### src/rtl/flash_seg_pkg.sv
package flash_seg_pkg;
    localparam int ADDR_W  = 16;
    localparam int DATA_W  = 16;
    localparam int NUM_SEG = 8;
    localparam int SEG_W   = $clog2(NUM_SEG);

    // control register field positions
    localparam int CTRL_MODE_BIT  = 0;
    localparam int CTRL_ERASE_BIT = 1;
    localparam int CTRL_SEG_LSB   = 8;

    typedef enum logic [1:0] {
        OFS_CTRL  = 2'd0,
        OFS_WADR  = 2'd1,
        OFS_TEST  = 2'd2,
        OFS_PDATA = 2'd3
    } reg_ofs_e;

    typedef struct packed {
        logic [NUM_SEG-1:0] seg_en;
        logic               arr_mode;
        logic [ADDR_W-1:0]  wadr;
        logic [DATA_W-1:0]  pdata;
        logic               go;
        logic               blk;
        logic               era;
    } guard_state_t;
endpackage

### src/rtl/flash_seg_decode.sv
module flash_seg_decode
    import flash_seg_pkg::*;
#(
    parameter logic [ADDR_W-1:0] ARRAY_BASE = '0,
    parameter int                SEG_WORDS  = 2048
) (
    input  logic [ADDR_W-1:0] addr,
    output logic              in_range,
    output logic [SEG_W-1:0]  seg_idx
);
    localparam int OFF_W  = $clog2(SEG_WORDS);
    localparam int SPAN_W = OFF_W + SEG_W;

    logic [ADDR_W:0] diff;

    always_comb begin
        diff     = {1'b0, addr} - {1'b0, ARRAY_BASE};
        in_range = !diff[ADDR_W] && (diff[ADDR_W-1:SPAN_W] == '0);
        seg_idx  = diff[OFF_W +: SEG_W];
    end
endmodule

### src/rtl/flash_seg_gate.sv
module flash_seg_gate
    import flash_seg_pkg::*;
(
    input  logic [NUM_SEG-1:0] seg_en,
    input  logic [SEG_W-1:0]   seg_idx,
    output logic               hit
);
    logic [NUM_SEG-1:0] sel_and_en;

    for (genvar g = 0; g < NUM_SEG; g++) begin : g_seg
        assign sel_and_en[g] = seg_en[g] && (seg_idx == SEG_W'(g));
    end

    assign hit = |sel_and_en;
endmodule

### src/rtl/flash_seg_guard.sv
module flash_seg_guard
    import flash_seg_pkg::*;
#(
    parameter logic [ADDR_W-1:0] ARRAY_BASE = '0,
    parameter int                SEG_WORDS  = 2048
) (
    input  logic              clk,
    input  logic              rst_n,
    input  logic              bus_we,
    input  logic              bus_reg_sel,
    input  logic [ADDR_W-1:0] bus_addr,
    input  logic [DATA_W-1:0] bus_wdata,
    output logic [DATA_W-1:0] bus_rdata,
    output logic              prog_go,
    output logic              prog_blocked,
    output logic [ADDR_W-1:0] prog_addr,
    output logic [DATA_W-1:0] prog_data,
    output logic              erase_go
);
    guard_state_t      r_q, r_d;
    reg_ofs_e          ofs;
    logic [ADDR_W-1:0] chk_addr;
    logic              in_range;
    logic [SEG_W-1:0]  seg_idx;
    logic              seg_hit;
    logic              reg_wr;
    logic              arr_wr;
    logic              prog_try;

    assign ofs      = reg_ofs_e'(bus_addr[1:0]);
    // array mode checks the bus address, register mode the latched one
    assign chk_addr = r_q.arr_mode ? bus_addr : r_q.wadr;

    flash_seg_decode #(
        .ARRAY_BASE (ARRAY_BASE),
        .SEG_WORDS  (SEG_WORDS)
    ) u_decode (
        .addr     (chk_addr),
        .in_range (in_range),
        .seg_idx  (seg_idx)
    );

    flash_seg_gate u_gate (
        .seg_en  (r_q.seg_en),
        .seg_idx (seg_idx),
        .hit     (seg_hit)
    );

    always_comb begin
        r_d      = r_q;
        r_d.go   = 1'b0;
        r_d.blk  = 1'b0;
        r_d.era  = 1'b0;
        reg_wr   = bus_we && bus_reg_sel;
        arr_wr   = bus_we && !bus_reg_sel;
        prog_try = 1'b0;

        if (reg_wr) begin
            case (ofs)
                OFS_CTRL: begin
                    r_d.seg_en   = bus_wdata[CTRL_SEG_LSB +: NUM_SEG];
                    r_d.arr_mode = bus_wdata[CTRL_MODE_BIT];
                    r_d.era      = bus_wdata[CTRL_ERASE_BIT];
                end
                OFS_WADR:  if (!r_q.arr_mode) r_d.wadr = bus_wdata;
                OFS_PDATA: if (!r_q.arr_mode) prog_try = 1'b1;
                default: ;
            endcase
        end

        if (arr_wr && r_q.arr_mode && in_range) begin
            r_d.wadr = bus_addr;
            prog_try = 1'b1;
        end

        if (prog_try && in_range) begin
            if (seg_hit) begin
                r_d.go    = 1'b1;
                r_d.pdata = bus_wdata;
            end else begin
                r_d.blk = 1'b1;
            end
        end
    end

    always_ff @(posedge clk or negedge rst_n) begin
        if (!rst_n) r_q <= '0;
        else        r_q <= r_d;
    end

    always_comb begin
        bus_rdata = '0;
        if (bus_reg_sel) begin
            case (ofs)
                OFS_CTRL: begin
                    bus_rdata[CTRL_SEG_LSB +: NUM_SEG] = r_q.seg_en;
                    bus_rdata[CTRL_MODE_BIT]           = r_q.arr_mode;
                end
                OFS_WADR:  bus_rdata = r_q.wadr;
                OFS_PDATA: bus_rdata = r_q.pdata;
                default:   bus_rdata = '0;
            endcase
        end
    end

    assign prog_go      = r_q.go;
    assign prog_blocked = r_q.blk;
    assign prog_addr    = r_q.wadr;
    assign prog_data    = r_q.pdata;
    assign erase_go     = r_q.era;
endmodule

### config.mk
export PLATFORM = sky130hd
export DESIGN_NAME = flash_seg_guard
export DESIGN_NICKNAME = d
export VERILOG_FILES = /design/src/rtl/flash_seg_pkg.sv /design/src/rtl/flash_seg_decode.sv /design/src/rtl/flash_seg_gate.sv /design/src/rtl/flash_seg_guard.sv
export SDC_FILE = /design/constraint.sdc
export NUM_CORES = 1
export LEC_CHECK = 0
export ABC_AREA = 1
export CORE_MARGIN = 3
export CORE_UTILIZATION = 48
export DETAILED_ROUTE_END_ITERATION = 8
export MAX_ROUTING_LAYER = met4
export PLACE_DENSITY = 0.81
export SYNTH_ARGS = -nofsm -noshare
export SYNTH_HDL_FRONTEND = slang
export SYNTH_HIERARCHICAL = 1
export SYNTH_SLANG_ARGS = --single-unit
### constraint.sdc
create_clock -name clk -period 2.91 [get_ports clk]
set_input_delay 0.582 -clock clk [delete_from_list [all_inputs] [get_ports clk]]
set_output_delay 0.582 -clock clk [all_outputs]
set_load 0.02 [all_outputs]
-- After elaboration in Yosys (flattened, before gate mapping)
Cells that the tools add are included.
- register bits: 44
- word-level logic and storage cells: 58
- input bits: 36
- eq/ne operators: 10
- multiplexer cells: 18
- reductions and logical operators: 23
- operator list (kind ; count):
    $mux 16 ; 6
    $pmux 8 s3 ; 1
    $pmux 7 s2 ; 1
    $logic_and 1x1->1 ; 13
    $eq 3x3->1 const B ; 4
    $mux 1 ; 8
    $reduce_or 8->1 ; 1
    $eq 3x2->1 const B ; 2
    $logic_not 2->1 ; 2
    $reduce_and 2->1 ; 2
    $reduce_bool 2->1 ; 2
    $eq 3x1->1 const B ; 1
    $logic_not 3->1 ; 1
    $pmux 1 s3 ; 1
    $reduce_and 3->1 ; 1
    $eq 2x1->1 const B ; 1
    $eq 2x2->1 const B ; 1
    $mux 2 ; 1
    $ne 2x1->1 const B ; 1
    $logic_not 1->1 ; 1

-- Depth between registers and ports, before layout
- depth after elaboration: 7
- gate-level depth with buffers: 16

-- By module
The synthesis kept the hierarchy.
- by module, submodules not included (module ; instances ; area an instance (um^2) ; cells an instance):
    flash_seg_guard ; 1 ; 2824.0 ; 378
    flash_seg_gate ; 1 ; 93.8 ; 21
    flash_seg_decode ; 1 ; 26.3 ; 4

-- Worst setup path after synthesis
OpenSTA, ideal clock, no wires.
- path type: reg2reg
- start: register r_q[35] in the netlist's numbering
- end: register r_q (netlist bit prog_data[0])
- path slack: 0.814 ns
- required time: 2.844 ns
- stages on the path, launching flop included: 16
- data arrival time: 2.030 ns
- library setup time: 0.066 ns
- path through: dfrtp_1 > buf_4 > clkbuf_1 > nand2_1 > o21ai_0 > buf_4 > nand2_1 > inv_1 > nand3_1 > nand2_1 > nor2_1 > nand2_1 > buf_2 > clkbuf_1 > nand4_1 > nand2_1
- elaborated cells on any way between the ends: 27
- RTL lines (element ; line ; RTL):
    from (decl) ; flash_seg_guard.sv:20 ; guard_state_t r_q, r_d;
    from (signal assigned) ; flash_seg_guard.sv:88 ; else r_q <= r_d;
    $mux 16 (*) ; flash_seg_guard.sv:32 ; assign chk_addr = r_q.arr_mode ? bus_addr : r_q.wadr;
    named net chk_addr[11] ; flash_seg_guard.sv:22 ; logic [ADDR_W-1:0] chk_addr;
    $eq 3x1->1 (tied with other cells) ; flash_seg_gate.sv:11 ; assign sel_and_en[g] = seg_en[g] && (seg_idx == SEG_W'(g));
    $logic_and 1x1->1 ; flash_seg_gate.sv:11 ;
    $reduce_or 8->1 (*) ; flash_seg_gate.sv:14 ; assign hit = |sel_and_en;
    named net seg_hit ; flash_seg_guard.sv:25 ; logic seg_hit;
    $reduce_and 2->1 (no source line) (*) ; n/a ;
Mark *: on every way through the listed nets, which the timed path passes. The rest lies on a longest branch.
A chain may end at the register's enable or synchronous reset.

-- Final worst setup path
- start: input bus_addr[0]
- end: output bus_rdata[14]
- cells in the longest elaborated chain, start to end: 3
- elaborated cells on any way between the ends: 5
- ends and longest elaborated chain (element ; line ; RTL):
    from (decl) ; flash_seg_guard.sv:11 ; input logic [ADDR_W-1:0] bus_addr,
    $eq 2x2->1 (tied with other cells) ; flash_seg_guard.sv:94 ; case (ofs)
    $pmux 8 s3 (*) ; flash_seg_guard.sv:94 ;
    $mux 16 (*) ; flash_seg_guard.sv:93 ; if (bus_reg_sel) begin
    to (decl) ; flash_seg_guard.sv:13 ; output logic [DATA_W-1:0] bus_rdata,
Mark *: on every way between the ends. The rest lies on a longest branch, timed or not.

==> flow_summary.yaml <==
outcome:
  status: "completed"
global_routing:
  antenna_found_initial: 0
  grt_max_degree: 50
  grt_overflow_total: 0
  grt_pass1_vias: 2464
  grt_pass1_wl_microns: 12300
  grt_usage: 0.224
sta:
  worstMarginPinSlew_ps: 939
  fin_crit_ps: 2710
  fmaxAchievable_mhz: 370
  slew_headroom: 0.374
  report.final.slew_viol_count: 0
  finalCritPeriodShare: 0.930
  layout_setup_ws_ps: 204
  rsz0062_at_grt: "false"
  finalHoldViolCount: 0
  finalSetupViolCount: 0
  finalClockSkew_ps: 3.39
clocking:
  postCtsHoldBufs: 0
  cts_tree: "yes"
  clkSlewWorstSetupHoldPaths_ps: 80
  postCtsSetupBuffers: 0
  clock_latency_ps: 290
  cts-root-buf: "clkbuf_8"
  ctsHtreeMaxLevel: 2
  cts_made_buffers: 5
  cts_buffer_depth: 2
  cts_sinks: 44
placement:
  finalWeightedCongestion: 0.922
  dp_cells: 499
  place_ws_ps: -55.3
  dpl-instance-area_sq_um: 3530
  port_buffers: 86
  hpwlAfterDp_microns: 5750
layout:
  n_fill_cell: 506
  layout_common_cells: "nand2_1, clkdlybuf4s50_1, dfrtp_1"
  antenna_cells: 0
  syn_to_final_growth_pct: 27.1
  drive_above_1_share: 0.101
  stdcell_count: 507
  stdcell_area_sq_um: 3620
  layout.nets: 470
  final_common_cell: "nand2_1"
setup_path:
  rr_worst_depth: 10
  crit_required_ps: 2330
  cp_slowest_cell: "clkdlybuf4s50_1"
  critPathKind: "in -> out"
  r2r_slack_ps: 740
  crit_family: "buffers and inverters"
  slowest_delay_ps: 580
  path_buf_inv: 5
  rr_startpoint: "r_q[35]"
  path_cells: "clkdlybuf4s50_1 -> inv_2 -> nor2_4 -> inv_2 -> o211ai_1 -> nand2_1 -> inv_1 -> dlygate4sd2_1"
  crit_top_cell: "inv_2"
  endpoint_kind: "output pin"
  startpoint_type: "input port"
  reg2reg_to: "prog_data[8]"
  cp_max_fo: 8
  worstPathArrival_ps: 2120
logic_synthesis:
  synth_nets: 417
  yosysWarnings: 6
  syn_area_sq_um: 2850
  syn_avg_cell_area_sq_um: 7.48
  synthCells: 381
die:
  rows: 27
  core_sq_um: 5640
  dieArea_sq_um: 6900
  die_h_microns: 83.0
  ioPinCount: 87
  floorplan.initialDensity: 0.505
  die_w_microns: 83.0
flow_run:
  maxCapViolCount: 0
power_and_ir_drop:
  power_density_nw_per_um2: 827
  vdd_ir_drop_max_v: 0.000457
  p_leak_uw: 0.00194
  finalPower_uw: 2990
min_path:
  hold_class: "in -> async"
route:
  firstDrtPassIters: 6
  vias: 2646
  drt-wirelength-per-cell_microns: 14.8
  drt_iter0_drc: 136
  via_per_inst: 5.22
  wl_microns: 7510
  drc: 0
  drtAntennaViolNets: 0
==> routing by layer <==
metal	routed length [microns]	global-route usage	up-vias
met4	149	0.0713	0
met1	3310	0.315	1209
met2	3470	0.321	136
li1	-	-	1289
met3	575	0.0516	12
met5	0	-	-
==> area by class of cell <==
| class | instances | area (sq um) | share of cell area |
|---|---|---|---|
| multi-input cells | 240 | 1200 | 0.332 |
| flip-flops and latches | 44 | 1100 | 0.304 |
| repair buffers | 100 | 957 | 0.264 |
| inverters | 43 | 161 | 0.0446 |
| well taps | 72 | 90.1 | 0.0249 |
| clock buffers | 5 | 68.8 | 0.0190 |
| clock inverters | 3 | 42.5 | 0.0117 |
==> worst max-delay path by stage <==
stage / start / to / slack (ps) / depth (start not counted)
CTS: bus_addr[0] / bus_rdata[1] / 50 / 6
global placement: bus_addr[0] / bus_rdata[6] / -40 / 7
global route: bus_addr[0] / bus_rdata[13] / 50 / 9
finish: bus_addr[0] / bus_rdata[14] / 200 / 8
detailed placement: bus_addr[0] / bus_rdata[15] / -60 / 8
floorplan: r_q[35] / prog_data[0] / 890 / 14
==> metrics by stage <==
| stage | setup TNS [ps] | hold WS, ps | utilization |
|---|---|---|---|
| after global placement | -160 | 484 | 0.625 |
| final | 0 | 420 | 0.642 |
| after CTS | 0 | 463 | 0.642 |
| after global routing | 0 | 497 | 0.642 |
| after floorplan | 0 | 286 | - |
| after detailed placement | -461 | 487 | 0.625 |
==> state kept, by name, summed over array words and instances (netlist names) <==
signal,count
erase_go,1
prog_addr,16
prog_blocked,1
prog_data,16
prog_go,1
r_q,9
==> report_power, final <==
group / internal (uW) / switching [uW] / leakage (uW) / total (uW)
clock: 254 / 212 / 0.0000541 / 466
sequential: 851 / 208 / 0.000568 / 1060
combinational: 648 / 820 / 0.00132 / 1470
==> repair_timing <==
| item | 4_1_cts | 5_1_grt |
|---|---|---|
| pin swaps | 0 | 0 |
| gates resized for setup | 15 | 1 |
| setup endpoints to repair | 15 | 1 |
Power figures use the tool's default switching activity.
